File: src/rtl/scan_ctrl_pkg.sv
package scan_ctrl_pkg;
  typedef enum logic [1:0] {
    ST_IDLE  = 2'd0,
    ST_LOAD  = 2'd1,
    ST_SHIFT = 2'd2,
    ST_DRAIN = 2'd3
  } scan_state_e;
endpackage

File: src/rtl/scan_word_serializer.sv
module scan_word_serializer #(
  parameter int WORD_W = 32
) (
  input  logic              clk,
  input  logic              rst_n,
  input  logic              load,
  input  logic              shift,
  input  logic [WORD_W-1:0] din,
  output logic              sbit
);
  logic [WORD_W-1:0] sh_q;

  always_ff @(posedge clk) begin
    if (!rst_n)     sh_q <= '0;
    else if (load)  sh_q <= din;
    else if (shift) sh_q <= sh_q >> 1;
  end

  assign sbit = sh_q[0];
endmodule

File: src/rtl/scan_word_capture.sv
module scan_word_capture #(
  parameter int WORD_W = 32,
  localparam int BW = $clog2(WORD_W)
) (
  input  logic              clk,
  input  logic              rst_n,
  input  logic              clear,
  input  logic              shift,
  input  logic [BW-1:0]     bit_idx,
  input  logic              sbit,
  output logic [WORD_W-1:0] word
);
  for (genvar g = 0; g < WORD_W; g++) begin : g_bit
    logic b_q;
    always_ff @(posedge clk) begin
      if (!rst_n || clear)                       b_q <= 1'b0;
      else if (shift && bit_idx == BW'(g))       b_q <= sbit;
    end
    assign word[g] = b_q;
  end
endmodule

File: src/rtl/scan_seq_fsm.sv
module scan_seq_fsm
  import scan_ctrl_pkg::*;
#(
  parameter int CHAIN_LEN = 70,
  parameter int WORD_W    = 32,
  localparam int BW       = $clog2(WORD_W),
  localparam int NWORDS   = (CHAIN_LEN + WORD_W - 1) / WORD_W,
  localparam int WCW      = (NWORDS > 1) ? $clog2(NWORDS) : 1
) (
  input  logic          clk,
  input  logic          rst_n,
  input  logic          start,
  input  logic          in_valid,
  input  logic          out_ready,
  output scan_state_e   state,
  output logic [BW-1:0] bit_idx,
  output logic          load,
  output logic          shift,
  output logic          done,
  output logic          init_done
);
  localparam int LAST_BITS = CHAIN_LEN - WORD_W * (NWORDS - 1);
  localparam logic [BW-1:0]  FULL_IDX = BW'(WORD_W - 1);
  localparam logic [BW-1:0]  LAST_IDX = BW'(LAST_BITS - 1);
  localparam logic [WCW-1:0] LAST_WORD = WCW'(NWORDS - 1);

  scan_state_e    state_q;
  logic [BW-1:0]  bit_q;
  logic [WCW-1:0] word_q;
  logic           done_q, init_q;
  logic           last_word, word_end, accept_out;

  assign last_word  = (word_q == LAST_WORD);
  assign word_end   = (bit_q == (last_word ? LAST_IDX : FULL_IDX));
  assign load       = (state_q == ST_LOAD) && in_valid;
  assign shift      = (state_q == ST_SHIFT);
  assign accept_out = (state_q == ST_DRAIN) && out_ready;

  always_ff @(posedge clk) begin
    if (!rst_n) begin
      state_q <= ST_IDLE;
      bit_q   <= '0;
      word_q  <= '0;
      done_q  <= 1'b0;
      init_q  <= 1'b0;
    end else begin
      done_q <= 1'b0;
      unique case (state_q)
        ST_IDLE: if (start) begin
          state_q <= ST_LOAD;
          word_q  <= '0;
        end
        ST_LOAD: if (in_valid) begin
          state_q <= ST_SHIFT;
          bit_q   <= '0;
        end
        ST_SHIFT: begin
          if (word_end) state_q <= ST_DRAIN;
          else          bit_q   <= bit_q + 1'b1;
        end
        ST_DRAIN: if (accept_out) begin
          if (last_word) begin
            state_q <= ST_IDLE;
            done_q  <= 1'b1;
            init_q  <= 1'b1;
          end else begin
            state_q <= ST_LOAD;
            word_q  <= word_q + 1'b1;
          end
        end
        default: state_q <= ST_IDLE;
      endcase
    end
  end

  assign state     = state_q;
  assign bit_idx   = bit_q;
  assign done      = done_q;
  assign init_done = init_q;
endmodule

File: src/rtl/scan_state_ctrl.sv
module scan_state_ctrl
  import scan_ctrl_pkg::*;
#(
  parameter int CHAIN_LEN = 70,
  parameter int WORD_W    = 32
) (
  input  logic              clk,
  input  logic              rst_n,
  input  logic              start,
  output logic              busy,
  output logic              done,
  output logic              init_done,
  input  logic              run_req,
  output logic              dut_clk_en,
  input  logic              in_valid,
  output logic              in_ready,
  input  logic [WORD_W-1:0] in_data,
  output logic              out_valid,
  input  logic              out_ready,
  output logic [WORD_W-1:0] out_data,
  output logic              scan_en,
  output logic              scan_in,
  input  logic              scan_out
);
  localparam int BW = $clog2(WORD_W);

  scan_state_e   state;
  logic [BW-1:0] bit_idx;
  logic          load, shift;

  scan_seq_fsm #(.CHAIN_LEN(CHAIN_LEN), .WORD_W(WORD_W)) i_fsm (
    .clk(clk), .rst_n(rst_n), .start(start), .in_valid(in_valid),
    .out_ready(out_ready), .state(state), .bit_idx(bit_idx),
    .load(load), .shift(shift), .done(done), .init_done(init_done)
  );

  scan_word_serializer #(.WORD_W(WORD_W)) i_ser (
    .clk(clk), .rst_n(rst_n), .load(load), .shift(shift),
    .din(in_data), .sbit(scan_in)
  );

  scan_word_capture #(.WORD_W(WORD_W)) i_cap (
    .clk(clk), .rst_n(rst_n), .clear(load), .shift(shift),
    .bit_idx(bit_idx), .sbit(scan_out), .word(out_data)
  );

  assign busy       = (state != ST_IDLE);
  assign in_ready   = (state == ST_LOAD);
  assign out_valid  = (state == ST_DRAIN);
  assign scan_en    = shift;
  assign dut_clk_en = run_req && init_done && (state == ST_IDLE);
endmodule

File: config.mk
export PLATFORM = sky130hd
export DESIGN_NAME = scan_state_ctrl
export DESIGN_NICKNAME = d
export VERILOG_FILES = /design/src/rtl/scan_ctrl_pkg.sv /design/src/rtl/scan_word_serializer.sv /design/src/rtl/scan_word_capture.sv /design/src/rtl/scan_seq_fsm.sv /design/src/rtl/scan_state_ctrl.sv
export SDC_FILE = /design/constraint.sdc
export NUM_CORES = 1
export LEC_CHECK = 0
export BUFFER_PORTS_ARGS = -buffer_cell sky130_fd_sc_hd__buf_2
export CAP_MARGIN = 20
export CORE_UTILIZATION = 36
export CTS_BUF_LIST = sky130_fd_sc_hd__clkbuf_8
export DETAILED_ROUTE_END_ITERATION = 8
export GPL_TIMING_DRIVEN = 0
export PLACE_DENSITY = 0.66
export SLEW_MARGIN = 20
export SYNTH_ARGS = -nofsm -noshare
export SYNTH_HDL_FRONTEND = slang
export SYNTH_HIERARCHICAL = 1
export SYNTH_SLANG_ARGS = --single-unit
export TNS_END_PERCENT = 20
File: constraint.sdc
create_clock -name clk -period 2.2 [get_ports clk]
set_input_delay 0.44 -clock clk [delete_from_list [all_inputs] [get_ports clk]]
set_output_delay 0.44 -clock clk [all_outputs]
set_load 0.01 [all_outputs]
Word level (Yosys, flattened, before mapping) --
Index checks and enable logic that the tools add are counted.
Word-level totals: register bits 75, input port bits 39
Cells by class: $add $sub $neg 2, equality and inequality tests 42, multiplexer cells 17, reductions and logical operators 49
Operators by type and width (count):
- $eq 5x5->1 const B | 16
- $mux 32 | 2
- $eq 5x4->1 const B | 8
- $logic_and 1x1->1 | 36
- $eq 5x3->1 const B | 4
- $mux 5 | 3
- $mux 2 | 7
- $eq 5x2->1 const B | 2
- $ne 2x2->1 const B | 5
- $pmux 5 s2 | 1
- $reduce_and 3->1 | 3
- $pmux 2 s4 | 1
- $reduce_and 4->1 | 2
- $reduce_bool 2->1 | 4
- $eq 2x2->1 const B | 3
- $add 5x1->5 const B | 1
- $eq 5x1->1 const B | 1
- $eq 5x5->1 | 1
- $logic_not 5->1 | 1
- $pmux 2 s2 | 1
- $add 2x1->2 const B | 1
- $eq 2x1->1 const B | 1
- $logic_not 2->1 | 1
- $mux 1 | 2
- other kinds (3) | 3

Logic depth before layout (Yosys ltp) --
Gate-level depths: netlist of run 1.
word-level depth 5, depth in mapped cells 8, depth with buffers taken out 6

Modules after synthesis --
The synthesis of run 1 kept the hierarchy.
Modules (own cells, without submodules):
- scan_word_serializer | instances 1, cells an instance 141, area each 1749.2 µm², seq. area each 640.6 µm²
- scan_word_capture | instances 1, cells an instance 184, area each 1625.3 µm², seq. area each 640.6 µm²
- scan_seq_fsm | instances 1, cells an instance 85, area each 774.5 µm², seq. area each 220.2 µm²
- scan_state_ctrl | instances 1, cells an instance 4, area each 35.0 µm², seq. area each 0.0 µm²

Worst setup path before layout of run 1 --
No wires, ideal clock.
kind reg-to-reg, start register i_fsm.state_q[0], in the netlist i_fsm/state[0], end register i_ser.sh_q[0], arrival time 1665 ps, slack 418 ps, cell stages (with the launch flop) 7, period minus slack after synthesis 1782 ps, cells stage by stage dfxtp_1 > inv_1 > ha_1 > buf_6 > buf_6 > mux2_4 > o211a_1
On the way: elaborated cells on any way between the ends 5
RTL lines:
- start, declared | line scan_seq_fsm.sv:27 | scan_state_e state_q;
- start signal, assigned | line scan_seq_fsm.sv:41 | state_q <= ST_IDLE;
- start signal, assigned | line scan_seq_fsm.sv:50 | state_q <= ST_LOAD;
- start signal, assigned | line scan_seq_fsm.sv:54 | state_q <= ST_SHIFT;
- $eq 2x2->1 | line scan_seq_fsm.sv:36 | assign shift = (state_q == ST_SHIFT);
- via scan_en | line scan_state_ctrl.sv:21 | output logic scan_en,
- $reduce_bool 2->1 (no source line)
- end signal, assigned | line scan_word_serializer.sv:15 | else if (load) sh_q <= din;
- end signal, assigned | line scan_word_serializer.sv:16 | else if (shift) sh_q <= sh_q >> 1;
- end, declared | line scan_word_serializer.sv:11 | logic [WORD_W-1:0] sh_q;
The timed path passes the listed nets, and every way through them passes these cells. A chain may end at the register's enable or synchronous reset.

Worst setup path after layout of run 1 --
start register i_fsm.state_q[0], in the netlist i_fsm/state[0], end output scan_en
On the way: word-level cells in the longest chain between the ends 1
RTL lines (line):
- $eq 2x2->1 | scan_seq_fsm.sv:36
- end, declared | scan_state_ctrl.sv:21
Every way passes these cells.

==> results.toml, run 1 <==
[final_layout]
diodes = 0
area_delta_synth_final_pct = 19.5
fin_nets = 549
drive_above_1_share_pct = 37.2

[power]
ir_worst_vdd_mv = 0.402
total_leakage_power_nw = 2.68
total_power_mw = 4.34
powerDensity_nw_per_um2 = 867

[clock_network]
htree_levels = 3
cts.path.max_buffers = 2
cts_tree = "done"
clk_latency_ns = 0.35
clock-sinks = 75
clkSlewWorstSetupHoldPaths_ns = 0.07
numCtsBuffers = 9
clk_root_buffer_cell = "clkbuf_8"

[synth]
synth.avg_cell_area_um2 = 10.1
syn-cell-area_um2 = 4180
synth_top_cell_by_area = "dfxtp_1"
ys_warn_count = 6
synthCells = 414
yosys-top-cells-area = "dfxtp_1 (36%), mux2_4 (10%), mux2i_1 (8.6%)"
synth_cell_types = 51
ys_seq_area_share_pct = 35.9
synth_top_area_share_pct = 35.9
ys_ff_latch = 75
ys_top_cells_by_count = "dfxtp_1 (75), nand2_1 (74), mux2i_1 (36)"
async_flop_share_pct = 0
synth-edff-count = 0
synth_nets = 460
synth_most_common_cell = "dfxtp_1"
ys.flop_type = "dfxtp_1"

[critical_path]
critPathMaxFanout = 12
worstPathArrival_ns = 1.59
cp_top_family = "adder cells"
worstSetupEndpointType = "primary output"
crit_buf_inv = 2
crit_path_start_kind = "flop"
slowest_stage = "ha_1"
slowest_delay_ns = 0.46
worst_ep_required_time_ns = 1.76
crit_type = "reg -> out"
worstPathCellList = "inv_1, ha_1, buf_2"

[placed_design]
portBuffers = 78
preCtsSetupSlack_ns = 0.183
routabilityCongestion = 0.751
place_hpwl_mm = 5.97

[detailed_routing]
detail-route-antenna-nets = 0
drtIter0Drc = 79
routed_wl_mm = 8.28
num_vias = 3111
wl_per_cell_um = 12.7
drc = 2
via_per_inst = 4.78
drt_pass1_iterations = 6

[run_status]
violations = "DRC"
outcome = "finished, violations left"

[timing]
rsz0062_at_grt = "false"
fin_worst_skew_ns = 0.00715
fmax_mhz = 493
fin_setup_tns_ns = 0
period_needed_ns = 2.03
worst_pin_slew_ns = 0.680
hold_violations = 0
drv_slew = 0
fin_ws_ns = 0.174
finalSetupViolations = 0
post-route-period-util_pct = 92.1
max_slew_margin_pct = 54.5

[global_routing]
grt_pass1_vias = 2990
antenna_found_initial = 0
grt_use_total_pct = 14.5
grt_pass1_wl_mm = 13.6
grt-ovfl-total = 0
grt_max_degree = 16

[floorplanning]
core_um2 = 11400
die-area_um2 = 12100
start_util_pct = 36.8
io_pins = 79
chipWidth_um = 110
num_rows = 39
die_h_um = 110

[run]
max_cap_violations = 0

[min_path]
min_path_type = "in -> reg"
[where the power goes]
part / total [mW] / internal [mW] / switching, mW / leakage (nW)
Clock: 1.27 / 0.763 / 0.511 / 0.122
Sequential: 1.66 / 1.54 / 0.122 / 0.609
Combinational: 1.40 / 0.771 / 0.632 / 1.95
[worst register-to-register path: stages (launching register included)]
cell,delay [ns]
dfxtp_1,0.38
inv_1,0.16
ha_1,0.46
buf_6,0.20
buf_6,0.18
mux2_4,0.31
o211a_1,0.20
[stage by stage]
step           cells  util (%)  instance area [um^2]  hold slack [ns]
6_report         651      44.0                  5000            0.335
5_1_grt          651      44.0                  5000            0.330
4_1_cts          651      44.0                  5000            0.316
3_5_place_dp     635      41.8                  4750            0.453
3_3_place_gp     635      41.8                  4750            0.449
2_1_floorplan    414         -                  4180            0.439
[sequential cells by signal, indices dropped and copies added (netlist names)]
signal,cells
i_ser/sh_q,32
i_fsm/init_done,1
i_fsm/bit_idx,5
i_fsm/state,2
i_fsm/word_q,2
i_cap/g_bit.b_q,32
i_fsm/done,1
[logic make-up after synthesis]
logic type / share of synthesized area, %
flops: 35.9
buf+inv: 10.1
simple gates: 20.7
fa+ha+maj: 2.09
compound gates: 11.6
mux: 19.6
[worst paths after layout]
kind / start / end / slack, ns / cells past startpoint
worst min-delay path: in_data[31] / i_ser/sh_q[31] / 0.34 / 3
worst max register to register: i_fsm/state[0] / i_ser/sh_q[3] / 0.19 / 6
worst min register to register: i_cap/g_bit[2].b_q / i_cap/g_bit[2].b_q / 0.46 / 2
worst max-delay path: i_fsm/state[0] / scan_en / 0.17 / 3
[placed cells by master, fill, tap and decap left out, types with 3 or more instances in the layout]
cell type  count
o211a_1       31
nand2_1       74
o21ai_1        4
nor2b_1        8
buf_4         33
a21boi_1       3
a21oi_1        3
nand2b_1      13
dfxtp_1       74
mux2_4        29
and2_1         3
or2b_1        20
clkbuf_1       6
buf_2         90
mux2i_1       36
and4bb_1       3
nor2_1         6
ha_1           7
and4b_1        5
clkbuf_8      14
buf_6          4
inv_1          4
[cell type report]
type / count / area [um^2]
clock inverters: 3 / 67.6
inverters: 4 / 15.0
clock buffers: 13 / 179
plain buffers: 57 / 409
well taps: 143 / 179
flip-flops and latches: 75 / 1500
fillers: 1114 / 6370
multi-input cells: 278 / 2260
repair buffers: 78 / 390
[per-layer routing]
metal | vias up | routed length (um) | track usage [%]
met5 | - | 0 | 0
li1 | 1573 | - | -
met3 | 14 | 294 | 2.55
met1 | 1464 | 4080 | 18.5
met4 | 0 | 195 | 8.67
met2 | 60 | 3720 | 22.7
[timing repair]
item / 4_1_cts / 5_1_grt
hold buffers: 0 / 0
buffers inserted: 0 / 0
setup endpoints to repair: 0 / 8
resized for setup: 0 / 1
(Power assumes the default switching activity.)
==> run 2, diff against run 1 <==
--- a/config.mk
+++ b/config.mk
@@ -12,9 +12,9 @@
 export DETAILED_ROUTE_END_ITERATION = 8
 export GPL_TIMING_DRIVEN = 0
 export PLACE_DENSITY = 0.66
+export SETUP_SLACK_MARGIN = 0.5
 export SLEW_MARGIN = 20
 export SYNTH_ARGS = -nofsm -noshare
 export SYNTH_HDL_FRONTEND = slang
-export SYNTH_HIERARCHICAL = 1
 export SYNTH_SLANG_ARGS = --single-unit
 export TNS_END_PERCENT = 20
==> run 2 against run 1 <==
Net effect: utilization grew 2.4 points; via count increased by 8.2%; die area down 8.4%; largest cell class unchanged; critical endpoint is now i_fsm.state[0]; final cell count grew 5.7%; synthesized area down 8.6%; global-route usage increased by 1.4 points; combinational power hardly changed; the flow now finishes without violations; largest power group unchanged; routed wire length increased by 3.1%; highest routed layer unchanged; first-iteration DRC count up 70%; synthesized cell count rose by 9.9%.
==> results.toml, run 2 <==
[global_routing]
gr-usage-met1_pct = 18.6
grt-ovfl-total = 0
met2_usage_pct = 27.1
grt_pass1_vias = 3128
grt_use_total_pct = 15.9
met3_usage_pct = 4.80
grt-busiest-layer = "met2"
grt_pass1_wl_mm = 14.2
grt_max_degree = 13
antenna_found_initial = 0

[synth]
synth_top_area_share_pct = 39.2
synth.avg_cell_area_um2 = 8.41
synth-edff-count = 0
ys_seq_area_share_pct = 39.2
synth_top_cell_by_area = "dfxtp_1"
synth_nets = 506
synthCells = 455
ys_top_cells_by_count = "nand2_1 (77), dfxtp_1 (75), mux2i_1 (37)"
synth_cell_types = 33
synth_most_common_cell = "nand2_1"
ys.flop_type = "dfxtp_1"
async_flop_share_pct = 0
syn-cell-area_um2 = 3830
yosys-top-cells-area = "dfxtp_1 (39%), mux2i_1 (9.7%), o211a_1 (8.1%)"
ys_warn_count = 0
ys_ff_latch = 75

[timing]
worst_pin_slew_ns = 0.467
fin_setup_tns_ns = 0
hold_slack_ns = 0.333
fmax_mhz = 595
rsz0062_at_grt = "true"
hold_violations = 0
post-route-period-util_pct = 76.4
fin_worst_skew_ns = 0.00781
max_slew_margin_pct = 68.9
finalSetupViolations = 0
period_needed_ns = 1.68
drv_slew = 0

[critical_path]
slowest_delay_ns = 0.47
worstPathArrival_ns = 1.91
ff2ff_path_depth = 6
worst_ep_required_time_ns = 2.43
cp_num_cells = 6
cp_top_family = "compound AO/OA/AOI/OAI gates"
worstPathCellList = "inv_2, ha_4, or4b_4, a21oi_4, o211ai_1, a21boi_1"
slowest_stage = "or4b_4"
crit_buf_inv = 1
crit_path_start_kind = "flop"
critPathMaxFanout = 7
crit_type = "reg -> reg"
worstSetupEndpointType = "flop"

[clock_network]
clk_root_buffer_cell = "clkbuf_8"
clock-sinks = 75
htree_levels = 3
cts.path.max_buffers = 2
cts_tree = "done"
ctsHoldBuffers = 0
clkSlewWorstSetupHoldPaths_ns = 0.07
clk_latency_ns = 0.34
numCtsBuffers = 9

[floorplanning]
die_h_um = 105
core_um2 = 10300
start_util_pct = 37.1
io_pins = 79
num_rows = 37
chipWidth_um = 105
die-area_um2 = 11000

[min_path]
min_path_type = "in -> reg"
holdPathStages = 2

[final_layout]
drive_above_1_share_pct = 30.4
final_common_cell = "buf_2"
area_delta_synth_final_pct = 25.2
fill_cells = 1040
layout_common_cells = "buf_2 (82), nand2_1 (77), dfxtp_1 (72), buf_4 (38), mux2i_1 (37)"
fin_nets = 599
diodes = 0
final_cells = 688

[detailed_routing]
wl_per_cell_um = 12.4
drc = 0
routed_wl_mm = 8.54
drtIter0Drc = 134
detail-route-antenna-nets = 0
num_vias = 3365
via_per_inst = 4.89
drt_pass1_iterations = 4

[placed_design]
dp.cells = 669
portBuffers = 78
routabilityCongestion = 0.785
place_hpwl_mm = 6.26

[run_status]
outcome = "completed"

[power]
clock_power_share_pct = 31.0
p_int_mw = 3.09
power_frac_comb_pct = 31.6
p_sw_mw = 1.39
ir_worst_vdd_mv = 0.402
powerDensity_nw_per_um2 = 935
total_leakage_power_nw = 2.31
seqPwrFrac_pct = 37.4
p_sw_share_pct = 31.0

[run]
max_cap_violations = 0
==> run 2: cell count changes in the layout (fill, tap and decap cells not counted), sizes merged, moves of 4 or more <==
cell    delta
a21oi     +34
and4b      -5
and4bb     -4
buf        -7
clkbuf    +14
ha         +5
inv        +4
mux2      -31
nand2b     -7
nand3     +10
nand3b     +5
nor2      +28
o21ai     +27
or2b      -20
==> run 2: worst paths after layout <==
kind | startpoint | end | slack, ns
hold reg to reg | i_cap.g_bit[31].b_q | i_cap.g_bit[31].b_q | 0.47
setup reg to reg | i_fsm.word_q[0] | i_fsm.state[0] | 0.52
setup / recovery | i_fsm.word_q[0] | i_fsm.state[0] | 0.52
hold / removal | in_data[10] | i_ser.sh_q[10] | 0.33
==> run 2: power by group through the flow <==
| stage | Clock, mW | Combinational [mW] | Sequential [mW] |
|---|---|---|---|
| 2_1_floorplan | 0 | 1.02 | 1.66 |
| 3_5_place_dp | 0 | 1.30 | 1.69 |
| 3_3_place_gp | 0 | 1.26 | 1.68 |
| 5_1_grt | 1.48 | 1.58 | 1.70 |
| 4_1_cts | 1.42 | 1.34 | 1.66 |
| 6_report | 1.39 | 1.42 | 1.68 |
==> run 2: layout make-up <==
| class | instances | area, um^2 | area share (%) |
|---|---|---|---|
| plain buffers | 63 | 393 | 8.20 |
| multi-input cells | 309 | 2000 | 41.8 |
| inverters | 8 | 32.5 | 0.679 |
| repair buffers | 82 | 420 | 8.78 |
| clock buffers | 10 | 138 | 2.87 |
| clock inverters | 5 | 125 | 2.61 |
| well taps | 136 | 170 | 3.55 |
| flip-flops and latches | 75 | 1510 | 31.5 |
==> run 2: worst reg2reg max path: cells and delay by family, from the launching register on <==
| family | cells | cell delay, ns |
|---|---|---|
| and+or+nand+nor | 1 | 0.47 |
| adders and majority gates | 1 | 0.15 |
| AOI/OAI and AO/OA | 3 | 0.56 |
| DFF | 1 | 0.31 |
| buffers and inverters | 1 | 0.08 |
==> run 2: kinds of logic (layout without fill, tap and decap cells) <==
kind of cell / after synthesis / count (layout) / share of synthesized area (%)
fa+ha+maj: 12 / 12 / 3.92
buf+inv: 71 / 168 / 10.2
compound gates: 108 / 108 / 18.9
flops: 75 / 75 / 39.2
mux: 37 / 37 / 9.68
simple gates: 152 / 152 / 18.0
==> run 2: routing by layer <==
metal / part of all wire, % / vias up
li1: - / 1718
met1: 44 / 1509
met4: 1.9 / 0
met3: 7.1 / 20
met2: 46 / 118
met5: 0 / -
==> run 2: what timing repair did <==
item	in CTS	in global routing
pin swaps	4	7
gates resized for setup	21	32
gates cloned	0	0
setup endpoints to repair	72	72
setup buffers	2	2
==> run 2: through the flow <==
stage / utilization, % / power, mW / setup WS (ns) / area [um^2]
floorplan: - / 2.69 / 0.514 / 3830
global placement: 42.5 / 2.95 / 0.190 / 4390
detailed placement: 42.5 / 2.99 / 0.131 / 4390
CTS: 45.6 / 4.43 / 0.442 / 4710
global route: 46.4 / 4.76 / 0.474 / 4790
finish: 46.4 / 4.48 / 0.520 / 4790
==> run 3, diff against run 2 <==
==> constraint.sdc (replaced) <==
create_clock -name clk -period 1.6 [get_ports clk]
set_input_delay 0.32 -clock clk [delete_from_list [all_inputs] [get_ports clk]]
set_output_delay 0.32 -clock clk [all_outputs]
set_load 0.01 [all_outputs]
==> run 3 against run 2 <==
Net effect: the run now ends with setup timing left; clock skew rose by 0.0072 ns; combinational power rose by 94%; first-iteration DRC count fell by 46%; register-to-register slack got worse by 0.54 ns; largest power group is now combinational logic; critical path depth rose by 1; count of clock-buffer cells in the layout fell by 1; utilization rose by 7.5 points; die area did not move; clock power rose by 15%; setup slack got worse by 0.54 ns; hold slack got worse by 0.14 ns.
==> results.toml, run 3 (same netlist as run 2, synthesis figures left out) <==
[critical_path]
crit_path_start_kind = "flop"
crit_buf_inv = 3
worstSetupEndpointType = "flop"
critPathMaxFanout = 8
worstPathCellList = "inv_6, ha_4, buf_8, clkbuf_16, nand3b_1, o21ai_0, a21oi_2"
slowest_stage = "dfxtp_4"
slowest_delay_ns = 0.37
worstPathArrival_ns = 1.86
cp_top_family = "compound AO/OA/AOI/OAI gates"
worst_ep_required_time_ns = 1.84
crit_type = "reg -> reg"

[run_status]
violations = "setup timing"
outcome = "finished, violations left"

[detailed_routing]
routed_wl_mm = 9.48
via_per_inst = 4.90
drt_pass1_iterations = 4
num_vias = 3432
drc = 0
detail-route-antenna-nets = 0
wl_per_cell_um = 13.5
drtIter0Drc = 72

[global_routing]
grt_pass1_wl_mm = 15.3
grt_max_degree = 14
grt_use_total_pct = 17.1
grt_pass1_vias = 3244
antenna_found_initial = 0
grt-ovfl-total = 0

[clock_network]
clkSlewWorstSetupHoldPaths_ns = 0.08
clock-sinks = 75
cts.path.max_buffers = 2
cts_tree = "done"
numCtsBuffers = 9
clk_root_buffer_cell = "clkbuf_8"
clk_latency_ns = 0.36
ctsHoldBuffers = 0
htree_levels = 3

[final_layout]
diodes = 0
fin_nets = 611
final_cells = 701
final_common_cell = "nand2_1"
area_delta_synth_final_pct = 45.4
layout_common_cells = "nand2_1 (74), buf_6 (54), buf_2 (53), dfxtp_1 (45), mux2i_1 (34)"
post-route-util_pct = 53.9
drive_above_1_share_pct = 44.4

[min_path]
min_path_type = "in -> reg"

[timing]
rsz0062_at_grt = "true"
period_needed_ns = 1.62
post-route-period-util_pct = 101
fin_ws_ns = -0.0220
fmax_mhz = 617
finalSetupViolations = 1
fin_worst_skew_ns = 0.0150
hold_violations = 0
max_slew_margin_pct = 67.9
worst_pin_slew_ns = 0.481
fin_setup_tns_ns = -0.0220
drv_slew = 0

[power]
clock_power_share_pct = 24.0
total_leakage_power_nw = 2.48
seqPwrFrac_pct = 34.9
p_int_mw = 4.47
power_frac_comb_pct = 41.1
total_power_mw = 6.68
powerDensity_nw_per_um2 = 1200
ir_worst_vdd_mv = 0.798
p_sw_share_pct = 33.1
p_sw_mw = 2.21

[run]
max_cap_violations = 0

[placed_design]
preCtsSetupSlack_ns = -0.0271
routabilityCongestion = 0.788
place_hpwl_mm = 6.23
dp.cells = 669
portBuffers = 78

[floorplanning]
die_h_um = 105
core_um2 = 10300
die-area_um2 = 11000
start_util_pct = 37.1
num_rows = 37
chipWidth_um = 105
io_pins = 79
==> run 3: changes by cell type in the layout (fill, tap and decap cells not counted), sizes merged <==
cell | previous run | this run
buf | 121 | 134
clkbuf | 34 | 32
clkinvlp | 0 | 1
clkinv | 1 | 3
bufinv | 4 | 2
inv | 8 | 9
==> run 3: cell type report <==
| type | count | area, um^2 |
|---|---|---|
| Multi-Input combinational cell | 309 | 2210 |
| Sequential cell | 75 | 1540 |
| Fill cell | 903 | 4760 |
| Clock inverter | 7 | 93.8 |
| Tap cell | 136 | 170 |
| Timing Repair Buffer | 94 | 764 |
| Inverter | 8 | 37.5 |
| Buffer | 63 | 618 |
| Clock buffer | 9 | 124 |
==> run 3: metal layers <==
layer | GRT usage [%] | share of wire [%] | vias up
met1 | 20.3 | 43 | 1582
met3 | 5.12 | 5.4 | 12
met5 | 0 | 0 | -
met2 | 29.9 | 50 | 97
li1 | - | - | 1741
met4 | 4.53 | 1.1 | 0
==> run 3: power groups by stage <==
stage | sequential (mW) | combinational (mW) | clock [mW]
after floorplan | 2.30 | 1.56 | 0
after global placement | 2.33 | 1.89 | 0
after detailed placement | 2.34 | 1.95 | 0
after CTS | 2.31 | 2.49 | 1.64
after global routing | 2.37 | 3.00 | 1.71
final | 2.33 | 2.75 | 1.60
==> run 3: what timing repair did <==
item,CTS,global route
buffers inserted,8,4
resized for setup,44,173
cloned,4,0
pin swaps,5,47
setup endpoints to repair,114,114
==> run 3: final timing paths <==
check | endpoint | start | slack [ns] | depth (start not counted)
worst min register to register | i_cap.g_bit[31].b_q | i_cap.g_bit[31].b_q | 0.47 | 2
worst max-delay path | i_cap.g_bit[6].b_q | i_fsm.state[0] | -0.02 | 7
worst max register to register | i_cap.g_bit[6].b_q | i_fsm.state[0] | -0.02 | 7
worst min-delay path | i_ser.sh_q[17] | in_data[17] | 0.20 | 2
==> run 3: stage by stage <==
stage / hold slack (ns) / area (um^2)
after floorplan: 0.437 / 3980
after global placement: 0.452 / 4540
after detailed placement: 0.457 / 4540
after CTS: 0.185 / 5060
after global routing: 0.186 / 5560
final: 0.196 / 5560
